### src/rtl/ctl_seq_pkg.sv
package ctl_seq_pkg;

  typedef enum logic [1:0] {
    ST_IDLE   = 2'd0,
    ST_SETUP  = 2'd1,
    ST_DATA   = 2'd2,
    ST_STATUS = 2'd3
  } stage_e;

  typedef enum logic [1:0] {
    HS_NONE  = 2'd0,
    HS_ACK   = 2'd1,
    HS_NAK   = 2'd2,
    HS_STALL = 2'd3
  } hs_e;

  // Firmware-driven answer: stall outranks a missing enable
  function automatic hs_e hs_pick(input logic en, input logic stall);
    if (stall)    return HS_STALL;
    else if (!en) return HS_NAK;
    else          return HS_ACK;
  endfunction

  // Status transaction runs IN except after a read that moved data
  function automatic logic status_is_in(input logic rd, input logic zero);
    return !(rd && !zero);
  endfunction

endpackage

### src/rtl/ctl_seq_hs.sv
module ctl_seq_hs
  import ctl_seq_pkg::*;
(
  input  stage_e stage,
  input  logic   dir_read,
  input  logic   zero_len,
  input  logic   tok_setup,
  input  logic   tok_in,
  input  logic   tok_out,
  input  logic   cpu_rx_en,
  input  logic   cpu_rx_stall,
  input  logic   cpu_tx_en,
  input  logic   cpu_tx_stall,
  output hs_e    hs_next,
  output logic   to_status
);

  logic fw_en, fw_stall, in_req;
  hs_e  fw_hs;

  assign fw_en    = tok_in ? cpu_tx_en    : cpu_rx_en;
  assign fw_stall = tok_in ? cpu_tx_stall : cpu_rx_stall;
  assign fw_hs    = hs_pick(fw_en, fw_stall);

  always_comb begin
    hs_next   = HS_NONE;
    to_status = 1'b0;
    if (tok_setup) begin
      hs_next = HS_ACK;
    end else if (tok_in || tok_out) begin
      unique case (stage)
        ST_IDLE, ST_SETUP: hs_next = HS_STALL;
        ST_DATA: begin
          hs_next   = fw_hs;
          to_status = (tok_in != dir_read);
        end
        ST_STATUS: begin
          hs_next = (tok_in == status_is_in(dir_read, zero_len)) ? fw_hs : HS_STALL;
        end
        default: hs_next = HS_STALL;
      endcase
    end
  end

  assign in_req = tok_in;

  always_comb begin
    if (!tok_setup && (tok_in || tok_out) && stage == ST_DATA && in_req && cpu_tx_stall)
      assert (hs_next == HS_STALL) else $error("AST_STALL_WINS");
  end

endmodule

### src/rtl/ctl_seq_track.sv
module ctl_seq_track
  import ctl_seq_pkg::*;
#(
  parameter int LEN_W = 16
) (
  input  logic             clk,
  input  logic             rst_n,
  input  logic             tok_setup,
  input  logic             tok_any,
  input  logic             to_status,
  input  logic             xact_done,
  input  logic             setup_dir_in,
  input  logic [LEN_W-1:0] setup_len,
  input  hs_e              hs_next,
  output stage_e           stage,
  output logic             dir_read,
  output logic             zero_len,
  output logic             last_ack
);

  always_ff @(posedge clk) begin
    if (!rst_n) begin
      stage    <= ST_IDLE;
      dir_read <= 1'b0;
      zero_len <= 1'b0;
      last_ack <= 1'b0;
    end else if (tok_setup) begin
      stage    <= ST_SETUP;
      dir_read <= setup_dir_in;
      zero_len <= (setup_len == '0);
      last_ack <= 1'b1;
    end else if (tok_any) begin
      last_ack <= (hs_next == HS_ACK);
      if (to_status) stage <= ST_STATUS;
    end else if (xact_done) begin
      unique case (stage)
        ST_SETUP:  stage <= zero_len ? ST_STATUS : ST_DATA;
        ST_STATUS: if (last_ack) stage <= ST_IDLE;
        default:   stage <= stage;
      endcase
    end
  end

  AST_SETUP_RESTART: assert property (@(posedge clk) disable iff (!rst_n)
    tok_setup |=> stage == ST_SETUP);

  AST_SETUP_ADVANCE: assert property (@(posedge clk) disable iff (!rst_n)
    (xact_done && !tok_setup && !tok_any && stage == ST_SETUP) |=> (stage == ST_DATA || stage == ST_STATUS));

  AST_STATUS_CLOSE: assert property (@(posedge clk) disable iff (!rst_n)
    (xact_done && !tok_setup && !tok_any && stage == ST_STATUS && last_ack) |=> stage == ST_IDLE);

endmodule

### src/rtl/ctl_ep_seq.sv
module ctl_ep_seq
  import ctl_seq_pkg::*;
#(
  parameter int LEN_W = 16
) (
  input  logic             clk,
  input  logic             rst_n,
  input  logic             tok_setup,
  input  logic             tok_in,
  input  logic             tok_out,
  input  logic             setup_dir_in,
  input  logic [LEN_W-1:0] setup_len,
  input  logic             xact_done,
  input  logic             cpu_rx_en,
  input  logic             cpu_rx_stall,
  input  logic             cpu_tx_en,
  input  logic             cpu_tx_stall,
  output logic             hs_valid,
  output logic [1:0]       hs_code,
  output logic [1:0]       stage,
  output logic             dir_read,
  output logic             gen_irq
);

  stage_e stage_q;
  hs_e    hs_next;
  logic   to_status, zero_len, last_ack, tok_any, ctl_active;

  assign tok_any    = tok_in || tok_out;
  assign ctl_active = (stage_q != ST_IDLE);

  ctl_seq_hs u_hs (
    .stage        (stage_q),
    .dir_read     (dir_read),
    .zero_len     (zero_len),
    .tok_setup    (tok_setup),
    .tok_in       (tok_in),
    .tok_out      (tok_out),
    .cpu_rx_en    (cpu_rx_en),
    .cpu_rx_stall (cpu_rx_stall),
    .cpu_tx_en    (cpu_tx_en),
    .cpu_tx_stall (cpu_tx_stall),
    .hs_next      (hs_next),
    .to_status    (to_status)
  );

  ctl_seq_track #(.LEN_W(LEN_W)) u_track (
    .clk          (clk),
    .rst_n        (rst_n),
    .tok_setup    (tok_setup),
    .tok_any      (tok_any),
    .to_status    (to_status),
    .xact_done    (xact_done),
    .setup_dir_in (setup_dir_in),
    .setup_len    (setup_len),
    .hs_next      (hs_next),
    .stage        (stage_q),
    .dir_read     (dir_read),
    .zero_len     (zero_len),
    .last_ack     (last_ack)
  );

  always_ff @(posedge clk) begin
    if (!rst_n) begin
      hs_valid <= 1'b0;
      hs_code  <= HS_NONE;
      gen_irq  <= 1'b0;
    end else begin
      hs_valid <= tok_setup || tok_any;
      hs_code  <= hs_next;
      gen_irq  <= xact_done && ctl_active;
    end
  end

  assign stage = stage_q;

  AST_ONE_TOKEN: assert property (@(posedge clk) disable iff (!rst_n)
    $onehot0({tok_setup, tok_in, tok_out}));

  AST_SETUP_ACK: assert property (@(posedge clk) disable iff (!rst_n)
    tok_setup |=> (hs_valid && hs_code == HS_ACK));

  AST_IDLE_STALL: assert property (@(posedge clk) disable iff (!rst_n)
    (tok_any && !tok_setup && !ctl_active) |=> (hs_valid && hs_code == HS_STALL));

  AST_IRQ_PULSE: assert property (@(posedge clk) disable iff (!rst_n)
    (xact_done && ctl_active) |=> gen_irq);

  AST_IRQ_SINGLE: assert property (@(posedge clk) disable iff (!rst_n)
    gen_irq |=> (!gen_irq || $past(xact_done)));

endmodule

### config.mk
export PLATFORM = sky130hd
export DESIGN_NAME = ctl_ep_seq
export DESIGN_NICKNAME = d
export VERILOG_FILES = /design/src/rtl/ctl_seq_pkg.sv /design/src/rtl/ctl_seq_hs.sv /design/src/rtl/ctl_seq_track.sv /design/src/rtl/ctl_ep_seq.sv
export SDC_FILE = /design/constraint.sdc
export NUM_CORES = 1
export LEC_CHECK = 0
export BUFFER_PORTS_ARGS = -buffer_cell sky130_fd_sc_hd__buf_2
export CORE_AREA = 5 5 42 44
export CTS_BUF_LIST = sky130_fd_sc_hd__clkbuf_16
export DETAILED_ROUTE_END_ITERATION = 12
export DIE_AREA = 0 0 47 49
export PLACE_DENSITY = 0.74
export SLEW_MARGIN = 15
export SYNTH_ARGS = -nofsm -noshare
export SYNTH_HDL_FRONTEND = slang
export SYNTH_HIERARCHICAL = 1
export SYNTH_SLANG_ARGS = --single-unit
### constraint.sdc
create_clock -name clk -period 3.7 [get_ports clk]
set_input_delay 0.74 -clock clk [delete_from_list [all_inputs] [get_ports clk]]
set_output_delay 0.74 -clock clk [all_outputs]
set_load 0.01 [all_outputs]
### Word level (Yosys, flattened, before mapping)

Index checks and enable logic that the tools add are counted.

| operators by class | value |
|---|---|
| equal/unequal tests | 10 |
| bitwise logic cells | 1 |
| reduce and logical (&&, ||, !) cells | 18 |
| mux-type cells | 20 |

Operator list:

| cell | count |
|---|---|
| 2-bit 2-to-1 mux | 9 |
| 16-bit logical NOT | 1 |
| 1-bit 2-to-1 mux | 9 |
| 4-bit AND reduction | 2 |
| 2-bit case mux with 3 select lines | 1 |
| 2-bit nonzero test | 3 |
| 3-bit nonzero test | 2 |
| 2-bit by 1-bit equality test with 1-bit output (second input constant) | 2 |
| 2-bit equality test (second input constant) | 2 |
| 4-bit by 3-bit inequality test with 1-bit output (second input constant) | 1 |
| 2-bit case mux with 2 select lines | 1 |
| 4-bit nonzero test | 1 |
| 2-bit OR reduction | 2 |
| 3-bit by 2-bit inequality test with 1-bit output (second input constant) | 1 |
| 3-bit inequality test (second input constant) | 1 |
| 1-bit logical AND | 2 |
| 1-bit logical NOT | 2 |
| 2-bit logical NOT | 1 |
| 1-bit logical OR | 2 |
| 2-bit inequality test (second input constant) | 1 |
| 1-bit equality test | 1 |
| 1-bit inequality test | 1 |
| 1-bit NOT | 1 |

| word-level totals | value |
|---|---|
| output and inout port bits | 7 |
| word-level logic and storage cells | 57 |
| register bits | 9 |
| input bits | 27 |

### Depth between registers and ports, before layout

Gate-level depths: netlist of the first run.

| logic depth | value |
|---|---|
| depth after elaboration | 11 |
| gate-level depth with buffers | 7 |
| depth with buffers taken out | 6 |

### Hierarchy

Netlist of the first run, hierarchy kept.

Modules (own cells, without submodules):

| module | cells an instance | sequential area each (um^2) | area each (um^2) | instances |
|---|---|---|---|---|
| ctl_seq_track | 29 | 100.1 | 264.0 | 1 |
| ctl_seq_hs | 17 | 0.0 | 123.9 | 1 |
| ctl_ep_seq | 9 | 80.1 | 117.6 | 1 |

### Worst setup path after synthesis of the first run

OpenSTA, ideal clock, no wires.

| path | value |
|---|---|
| kind | input-to-reg |
| from | in tok_in |
| to | reg u_track.last_ack |
| stages | 6 |
| data arrival time | 1724 ps |
| path buffers | 1 |
| setup slack | 1862 ps |
| setup time | 115 ps |
| data required time | 3585 ps |
| cells stage by stage | buf_6 -> nand2b_1 -> mux2_2 -> a311oi_2 -> o22ai_1 -> o21a_1 |

| on the way | value |
|---|---|
| word-level cells in the longest chain between the ends | 10 |
| elaborated cells on any way between the ends | 14 |
| classes of those cells | eq/ne: 2; mux: 10; reduce/logical: 2 |

RTL lines:

| item | line | text |
|---|---|---|
| start, declared | ctl_ep_seq.sv:9 | `input logic tok_in,` |
| 1-bit 2-to-1 mux | ctl_seq_hs.sv:21 | `assign fw_en = tok_in ? cpu_tx_en : cpu_rx_en;` |
| 2-bit 2-to-1 mux | ctl_seq_pkg.sv:20 | `else if (!en) return HS_NAK;` |
| 2-bit 2-to-1 mux | ctl_seq_pkg.sv:19 | `if (stall) return HS_STALL;` |
| 2-bit 2-to-1 mux | ctl_seq_hs.sv:38 | `hs_next = (tok_in == status_is_in(dir_read, zero_len)) ? fw_hs : HS_STALL;` |
| 2-bit case mux with 3 select lines | ctl_seq_hs.sv:31 | `unique case (stage)` |
| 2-bit 2-to-1 mux (*) | ctl_seq_hs.sv:30 | `end else if (tok_in \|\| tok_out) begin` |
| 2-bit 2-to-1 mux (*) | ctl_seq_hs.sv:28 | `if (tok_setup) begin` |
| net hs_next[1] | ctl_ep_seq.sv:26 | `hs_e hs_next;` |
| 2-bit by 1-bit equality test with 1-bit output (*) | ctl_seq_track.sv:33 | `last_ack <= (hs_next == HS_ACK);` |
| 1-bit 2-to-1 mux (*) | ctl_seq_track.sv:32 | `end else if (tok_any) begin` |
| 1-bit 2-to-1 mux (*) | ctl_seq_track.sv:27 | `end else if (tok_setup) begin` |
| end signal, assigned | ctl_seq_track.sv:33 |  |
| end, declared | ctl_seq_track.sv:18 | `output logic last_ack` |

Mark *: on every way through the listed nets, which the timed path passes. The rest lies on a longest branch. The select of a mux whose other input is x is not followed.
A chain may end at the register's enable or synchronous reset.

### Worst setup path in the final report of the first run

Same ends and word-level chain as after synthesis.

==> results.txt, run 1 <==
outcome - completed
CP bufs+invs - 1
vias - 562
Post-Synth XOR/XNOR Area - 0%
HP Class - reg -> reg
max-slew violations - 0
max_cap viols - 0
YS warnings - 6
clk sinks - 9
RD Place Congestion - 0.7540
initial antenna violation count - 0
Final period util - 46.70%
Post-Synth Adder-Cell Area - 0%
multiplexer share of the synthesized area - 10.40%
met2 routed WL - 610 um
final global-route overflow total - 0
post-synthesis simple-gate area fraction - 32.43%
sw frac - 20.66%
Worst path slowest cell - mux2_2
Fin. Hold Viols - 0
Starting Density - 36.07%
Pwr per Cell Area - 444.1 nW/um^2
crit path time final - 1728 ps
H-tree Lvls - 1
WL met1 - 502 um
Seq/Total Area, Yosys - 35.64%
CP max stage delay - 370 ps
RSZ-0062 raised after global routing - false
net switching power - 0.06956 mW
Synth Area per Inst - 9.191 um^2
Clock Path Buffers - 2
die span in y - 49 um
DRT iter0 DRCs - 2
max_slew headroom - 79.10%
post-synth net total - 82
Setup-failing EPs final - 0
first-pass GRT wire length - 2145 um
clock network power share - 55.7%
Fillers - 145
cell count after synthesis - 55
startpoint types - primary input
leak pwr - 0.3677 nW
final antenna-violating net count - 0
wire length per cell - 12.14 um
arrival time of the worst setup path - 1850 ps
die area - 2303 um^2
clock-pin slew on the worst setup and hold paths - 40 ps
Core Box Area - 1401 um^2
CTS tree - done
crit path cell chain - buf_2 -> mux2_2 -> a311oi_2 -> o22ai_1 -> o21a_1
Detailed Routing Iterations Pass 1 - 3
# DRC - 0
synth-to-layout area growth - 50.00%
Max FO, Critical Path - 9
Via-to-Cell Ratio - 5.252
Setup TNS - 0 ps
Seq pwr share - 31.5%
largest family of logic cells by synthesized area - simple AND/OR/NAND/NOR gates
Final Skew - 0.8325 ps
Synth Cell Area - 505.5 um^2
Cell Rows - 14
GR Util All Layers - 13.05%
share of layout cells above drive strength 1 - 46.15%
data required time of the worst path - 3830 ps
Final HPWL DP - 1007 um
vias in the first global route - 540
Hold Buf Count CTS - 0
#FFs+latches synth - 9
Post-CTS Setup Bufs - 0
total CTS buffers - 3
# IOs - 34
Top delay family on crit path - compound AO/OA/AOI/OAI gates
routed wl met3 - 160 um
Die Wd - 47 um
Synth Area in Compound Gates - 17.82%
Final nets - 119
Ant. Diodes - 0
Comb power frac - 12.7%
largest net degree at the start of global routing - 12
Top Layer Used - met4
CTS resizes - 0
port bufs - 33
Worst-Margin Slew - 313.5 ps
Int Pwr - 0.2671 mW
worst ir drop on vdd - 313.0 uV
clock latency on the worst-skew pair - 230 ps
CP Class - in -> reg
Netlist cell types - 28
Crit. End Element - register
Worst Hold Slack - 498.3 ps
Root Buffer - clkbuf_16
Post-Route WL - 1299 um
Peak Freq - 0.5788 GHz
==> synthesized netlist by cell type <==
| library cell | count | share of area, % |
|---|---|---|
| dfxtp_1 | 9 | 36 |
| nor4_1 | 4 | 4.9 |
| and2_1 | 3 | 3.7 |
| mux2i_1 | 3 | 5.9 |
| nand2_1 | 3 | 2.2 |
| nand2b_1 | 3 | 3.7 |
| nor2_1 | 3 | 2.2 |
| a31oi_1 | 2 | 2.5 |
| inv_1 | 2 | 1.5 |
| mux2_2 | 2 | 4.5 |
| nand3_1 | 2 | 2.0 |
| nor2b_1 | 2 | 2.5 |
| o21a_1 | 2 | 3.0 |
| a21o_2 | 1 | 1.7 |
| a221oi_1 | 1 | 1.7 |
| a311oi_2 | 1 | 3.0 |
| and3_1 | 1 | 1.2 |
| buf_6 | 1 | 2.2 |
| nand3b_1 | 1 | 1.5 |
| nand4_1 | 1 | 1.2 |
| nor2b_2 | 1 | 1.7 |
| nor3_1 | 1 | 0.99 |
| nor4bb_2 | 1 | 3.2 |
| o211a_1 | 1 | 2.0 |
| o21ai_1 | 1 | 0.99 |
| o22ai_1 | 1 | 1.2 |
| o31a_1 | 1 | 1.7 |
| or2_1 | 1 | 1.2 |
==> cells in the final DEF (no fill, tap or decap) <==
cell type,instances
a21o_2,1
a221oi_1,1
a311oi_2,1
a31oi_1,2
and2_1,3
and3_1,1
buf_2,33
clkbuf_16,3
dfxtp_1,9
inv_1,3
mux2_2,2
mux2i_1,3
nand2_1,3
nand2b_1,3
nand3_1,2
nand3b_1,1
nand4_1,1
nor2_1,3
nor2b_1,2
nor2b_2,1
nor3_1,1
nor4_1,4
nor4bb_2,1
o211a_1,1
o21a_1,2
o21ai_1,1
o22ai_1,1
o31a_1,1
or2_1,1
==> state kept, by name, summed over array words and instances, names as in the netlist <==
register and count:
hs_valid 1, u_track/stage 2, u_track/last_ack 1, hs_code 2, u_track/zero_len 1, u_track/dir_read 1
gen_irq 1
==> path summary, 6_finish.rpt <==
path	to	start	cells past startpoint	slack, ps
max reg2reg	u_track/last_ack	u_track/dir_read	5	2170
min reg2reg	u_track/zero_len	u_track/zero_len	2	500
min	u_track/zero_len	u_track/zero_len	2	500
max	u_track/last_ack	tok_in	5	1970
==> stage by stage <==
step	worst slack [ps]	cell area (um^2)	power, mW	util, %	cells
after global placement	1754	679.4	0.1497	48.48	103
after detailed placement	1725	679.4	0.1509	48.48	103
final	1972	758.2	0.3367	54.11	107
after CTS	1969	758.2	0.3418	54.11	107
after floorplan	1862	505.5	0.1283	-	55
after global routing	1913	758.2	0.3526	54.11	107
==> tightest hold or removal path, delay by kind of cell, from the launching register on <==
| kind | cells | cell delay (ps) |
|---|---|---|
| AND/OR/NAND/NOR | 1 | 80 |
| AO/OA/AOI/OAI | 1 | 50 |
| flip-flops | 1 | 320 |
==> logic make-up (layout without fill, tap and decap cells) <==
group,after synthesis,after routing
and+or+nand+nor,27,27
muxes,5,5
buffers and inverters,3,39
DFF,9,9
AOI/OAI and AO/OA,11,11
==> layer usage <==
layer	up-vias	track usage (%)
li1	276	-
met1	256	14.57
met2	26	19.91
met3	4	7.011
met4	0	5.530
met5	-	0
==> power groups by stage <==
stage                     registers, mW  logic, mW  clock network [mW]
after global routing              0.107     0.0477               0.198
after detailed placement          0.108     0.0432                   0
after global placement            0.108     0.0421                   0
after CTS                         0.106     0.0434               0.192
after floorplan                   0.109     0.0192                   0
final                             0.106     0.0429               0.188
==> final cells by class <==
type	count	area (um^2)	share of cell area, %
flip-flops and latches	9	180.2	23.76
clock inverters	1	3.754	0.4950
inverters	2	7.507	0.9901
clock buffers	3	75.07	9.901
repair buffers	33	165.2	21.78
multi-input cells	43	306.5	40.43
well taps	16	20.02	2.640
(Power assumes the default switching activity.)
==> run 2: changes to the inputs <==
ABC_AREA = 1   (was unset)
CORE_AREA = unset   (was 5 5 42 44)
CORE_MARGIN = 5   (was unset)
CORE_UTILIZATION = 36   (was unset)
DIE_AREA = unset   (was 0 0 47 49)
PLACE_DENSITY = 0.72   (was 0.74)
clock period = 1.4 ns   (was 3.7 ns; I/O delays follow)
==> results.txt, run 2 <==
outcome - completed (unchanged)
RSZ-0062 raised after global routing - false (unchanged)
port bufs - 33 (unchanged)
Post-synth ARST share - 0% (unchanged)
arrival time of the worst setup path - 1310 ps (was 1850 ps)
Pwr per Cell Area - 1097 nW/um^2 (was 444.1 nW/um^2)
Finished Core Util - 55.08% (was 54.11%)
max_cap viols - 0 (unchanged)
# DRC - 0 (unchanged)
YS warnings - 6 (unchanged)
pre-CTS setup slack - 65.25 ps (was 1725 ps)
largest net degree at the start of global routing - 9 (was 12)
Netlist cell types - 15 (was 28)
initial antenna violation count - 0 (unchanged)
Fin. Hold Viols - 0 (unchanged)
clock network power share - 55.0% (was 55.7%)
H-tree Lvls - 1 (unchanged)
count leader, synth - nand2_1 (was dfxtp_1)
Starting Density - 36.92% (was 36.07%)
data required time of the worst path - 1530 ps (was 3830 ps)
most common flop cell mapped by yosys - dfxtp_1 (unchanged)
clock latency on the worst-skew pair - 230 ps (about the same)
Worst-Margin Slew - 245.3 ps (was 313.5 ps)
net switching power - 0.1790 mW (was 0.06956 mW)
M1 GR Usage - 13.20% (was 14.57%)
Setup TNS - 0 ps (unchanged)
synth-to-layout area growth - 49.18% (was 50.00%)
Final nets - 154 (was 119)
leak pwr - 0.4505 nW (was 0.3677 nW)
met3 usage - 7.055% (was 7.011%)
R2R setup slack - 220 ps (was 2170 ps)
vias in the first global route - 570 (was 540)
post-synth net total - 116 (was 82)
CTS tree - done (unchanged)
Worst Hold Slack - 273.4 ps (was 498.3 ps)
Final HPWL DP - 1108 um (was 1007 um)
Comb power frac - 13.1% (was 12.7%)
Clock Path Buffers - 2 (unchanged)
clk sinks - 9 (unchanged)
Ant. Diodes - 0 (unchanged)
top post-synthesis cells by area - dfxtp_1 34%, nand2_1 19%, nor2_1 13% (was dfxtp_1 36%, mux2i_1 5.9%, nor4_1 5.0%)
Seq/Total Area, Yosys - 33.57% (was 35.64%)
most common cell after layout, fill and taps aside - buf_2 (unchanged)
Final period util - 84.64%
die area - 2363 um^2 (was 2303 um^2)
Via-to-Cell Ratio - 4.535 (was 5.252)
Seq pwr share - 31.9% (was 31.5%)
top-area cell type share of the netlist area - 33.57% (was 35.64%)
Synth top cells by count - 27 x nand2_1, 19 x nor2_1, 10 x inv_1 (was 9 x dfxtp_1, 4 x nor4_1)
Int Pwr - 0.6992 mW (was 0.2671 mW)
CP Class - reg -> reg (was in -> reg)
placed cells - 138 (was 103)
wire length per cell - 9.092 um (was 12.14 um)
Setup-failing EPs final - 0 (unchanged)
fin cells - 142 (was 107)
commonest cells after routing, fill and taps aside - 33 x buf_2, 27 x nand2_1, 19 x nor2_1 (was 33 x buf_2, 9 x dfxtp_1, 4 x nor4_1)
CTS resizes - 0 (unchanged)
RD Place Congestion - 0.8396 (was 0.7540)
Die Wd - 48.62 um (was 47 um)
HP Class - in -> reg (was reg -> reg)
crit path time final - 1185 ps
Synth Cell Area - 536.8 um^2 (was 505.5 um^2)
first-pass GRT wire length - 2304 um (was 2145 um)
final global-route overflow total - 0 (unchanged)
sw frac - 20.38% (was 20.66%)
Core Box Area - 1454 um^2 (was 1401 um^2)
Fillers - 153 (was 145)
met2 Use GR - 19.57% (was 19.91%)
DRT iter0 DRCs - 2 (unchanged)
Synth Area per Inst - 6.031 um^2 (was 9.191 um^2)
Detailed Routing Iterations Pass 1 - 3 (unchanged)
GR Util All Layers - 12.33% (was 13.05%)
# IOs - 34 (unchanged)
Cell Rows - 14 (unchanged)
Final Skew - 2.180 ps (was 0.8325 ps)
Hold Buf Count CTS - 0 (unchanged)
Crit. End Element - register (unchanged)
max_slew headroom - 83.62% (was 79.10%)
die span in y - 48.62 um (was 49 um)
Post-Route WL - 1291 um (was 1299 um)
max-slew violations - 0 (unchanged)
Post-synth EDFFs - 0 (unchanged)
clock-pin slew on the worst setup and hold paths - 40 ps (about the same)
Root Buffer - clkbuf_16 (unchanged)
biggest regs - hs_code: 2 flops, u_track/stage: 2 flops (unchanged)
final worst setup slack - 215.1 ps (was 1972 ps)
#FFs+latches synth - 9 (unchanged)
Max FO, Critical Path - 5 (was 9)
worst ir drop on vdd - 765.1 uV (was 313.0 uV)
cell count after synthesis - 89 (was 55)
total CTS buffers - 3 (unchanged)
global route hottest layer - met2 (unchanged)
final antenna-violating net count - 0 (unchanged)
vias - 644 (was 562)
Post-CTS Setup Bufs - 0 (unchanged)
Synth area leader - dfxtp_1 (unchanged)
Peak Freq - 0.8440 GHz
startpoint types - register (was primary input)
share of layout cells above drive strength 1 - 34.92% (was 46.15%)
==> run 2: kinds of logic (layout without fill, tap and decap cells) <==
group,Yosys count,count (layout),share of synthesized area [%]
buffers and inverters,12,49,8.393
DFF,9,9,33.57
AOI/OAI and AO/OA,6,6,6.293
xor gates and xnor gates,1,1,1.632
and+or+nand+nor,61,61,50.12
==> run 2: per-stage QoR <==
stage / instance area, um^2 / total power, mW
finish: 800.8 / 0.8782
floorplan: 536.8 / 0.3394
CTS: 800.8 / 0.8956
global placement: 721.9 / 0.3981
detailed placement: 721.9 / 0.4005
global route: 800.8 / 0.9367
==> run 2: layout make-up <==
type	instances	area [um^2]	share of cell area, %
inverters	12	45.04	5.625
multi-input cells	68	311.5	38.91
flip-flops and latches	9	180.2	22.50
clock buffers	3	75.07	9.375
repair buffers	33	165.2	20.62
clock inverters	1	3.754	0.4688
well taps	16	20.02	2.500
==> run 2: final timing paths <==
kind | depth (start not counted) | startpoint | to
max reg2reg | 8 | u_track/dir_read | u_track/stage[0]
max | 8 | u_track/dir_read | u_track/stage[0]
min | 3 | setup_dir_in | u_track/dir_read
min reg2reg | 2 | u_track/zero_len | u_track/zero_len
==> run 2: worst max-delay path: stages (launching register included) <==
cell and delay, ps:
dfxtp_1 380, xor2_1 150, nand3b_1 80, nor2_1 120, nand2_2 90, nand3_1 90, nand3_1 70, nand2_1 60
inv_1 30
==> run 2: power groups by stage <==
stage               clock (mW)  sequential [mW]  combinational (mW)
floorplan                    0            0.289              0.0502
global placement             0            0.285               0.114
detailed placement           0            0.285               0.116
CTS                      0.499            0.281               0.116
global route             0.522            0.283               0.132
finish                   0.483            0.280               0.115
==> run 2: routing by layer <==
metal  vias to the layer above  wire, um  part of all wire [%]
li1                        352         -                     -
met2                        28       603                    47
met1                       262       506                    39
met3                         2       163                    13
met5                         -         0                     0
met4                         0        17                   1.3
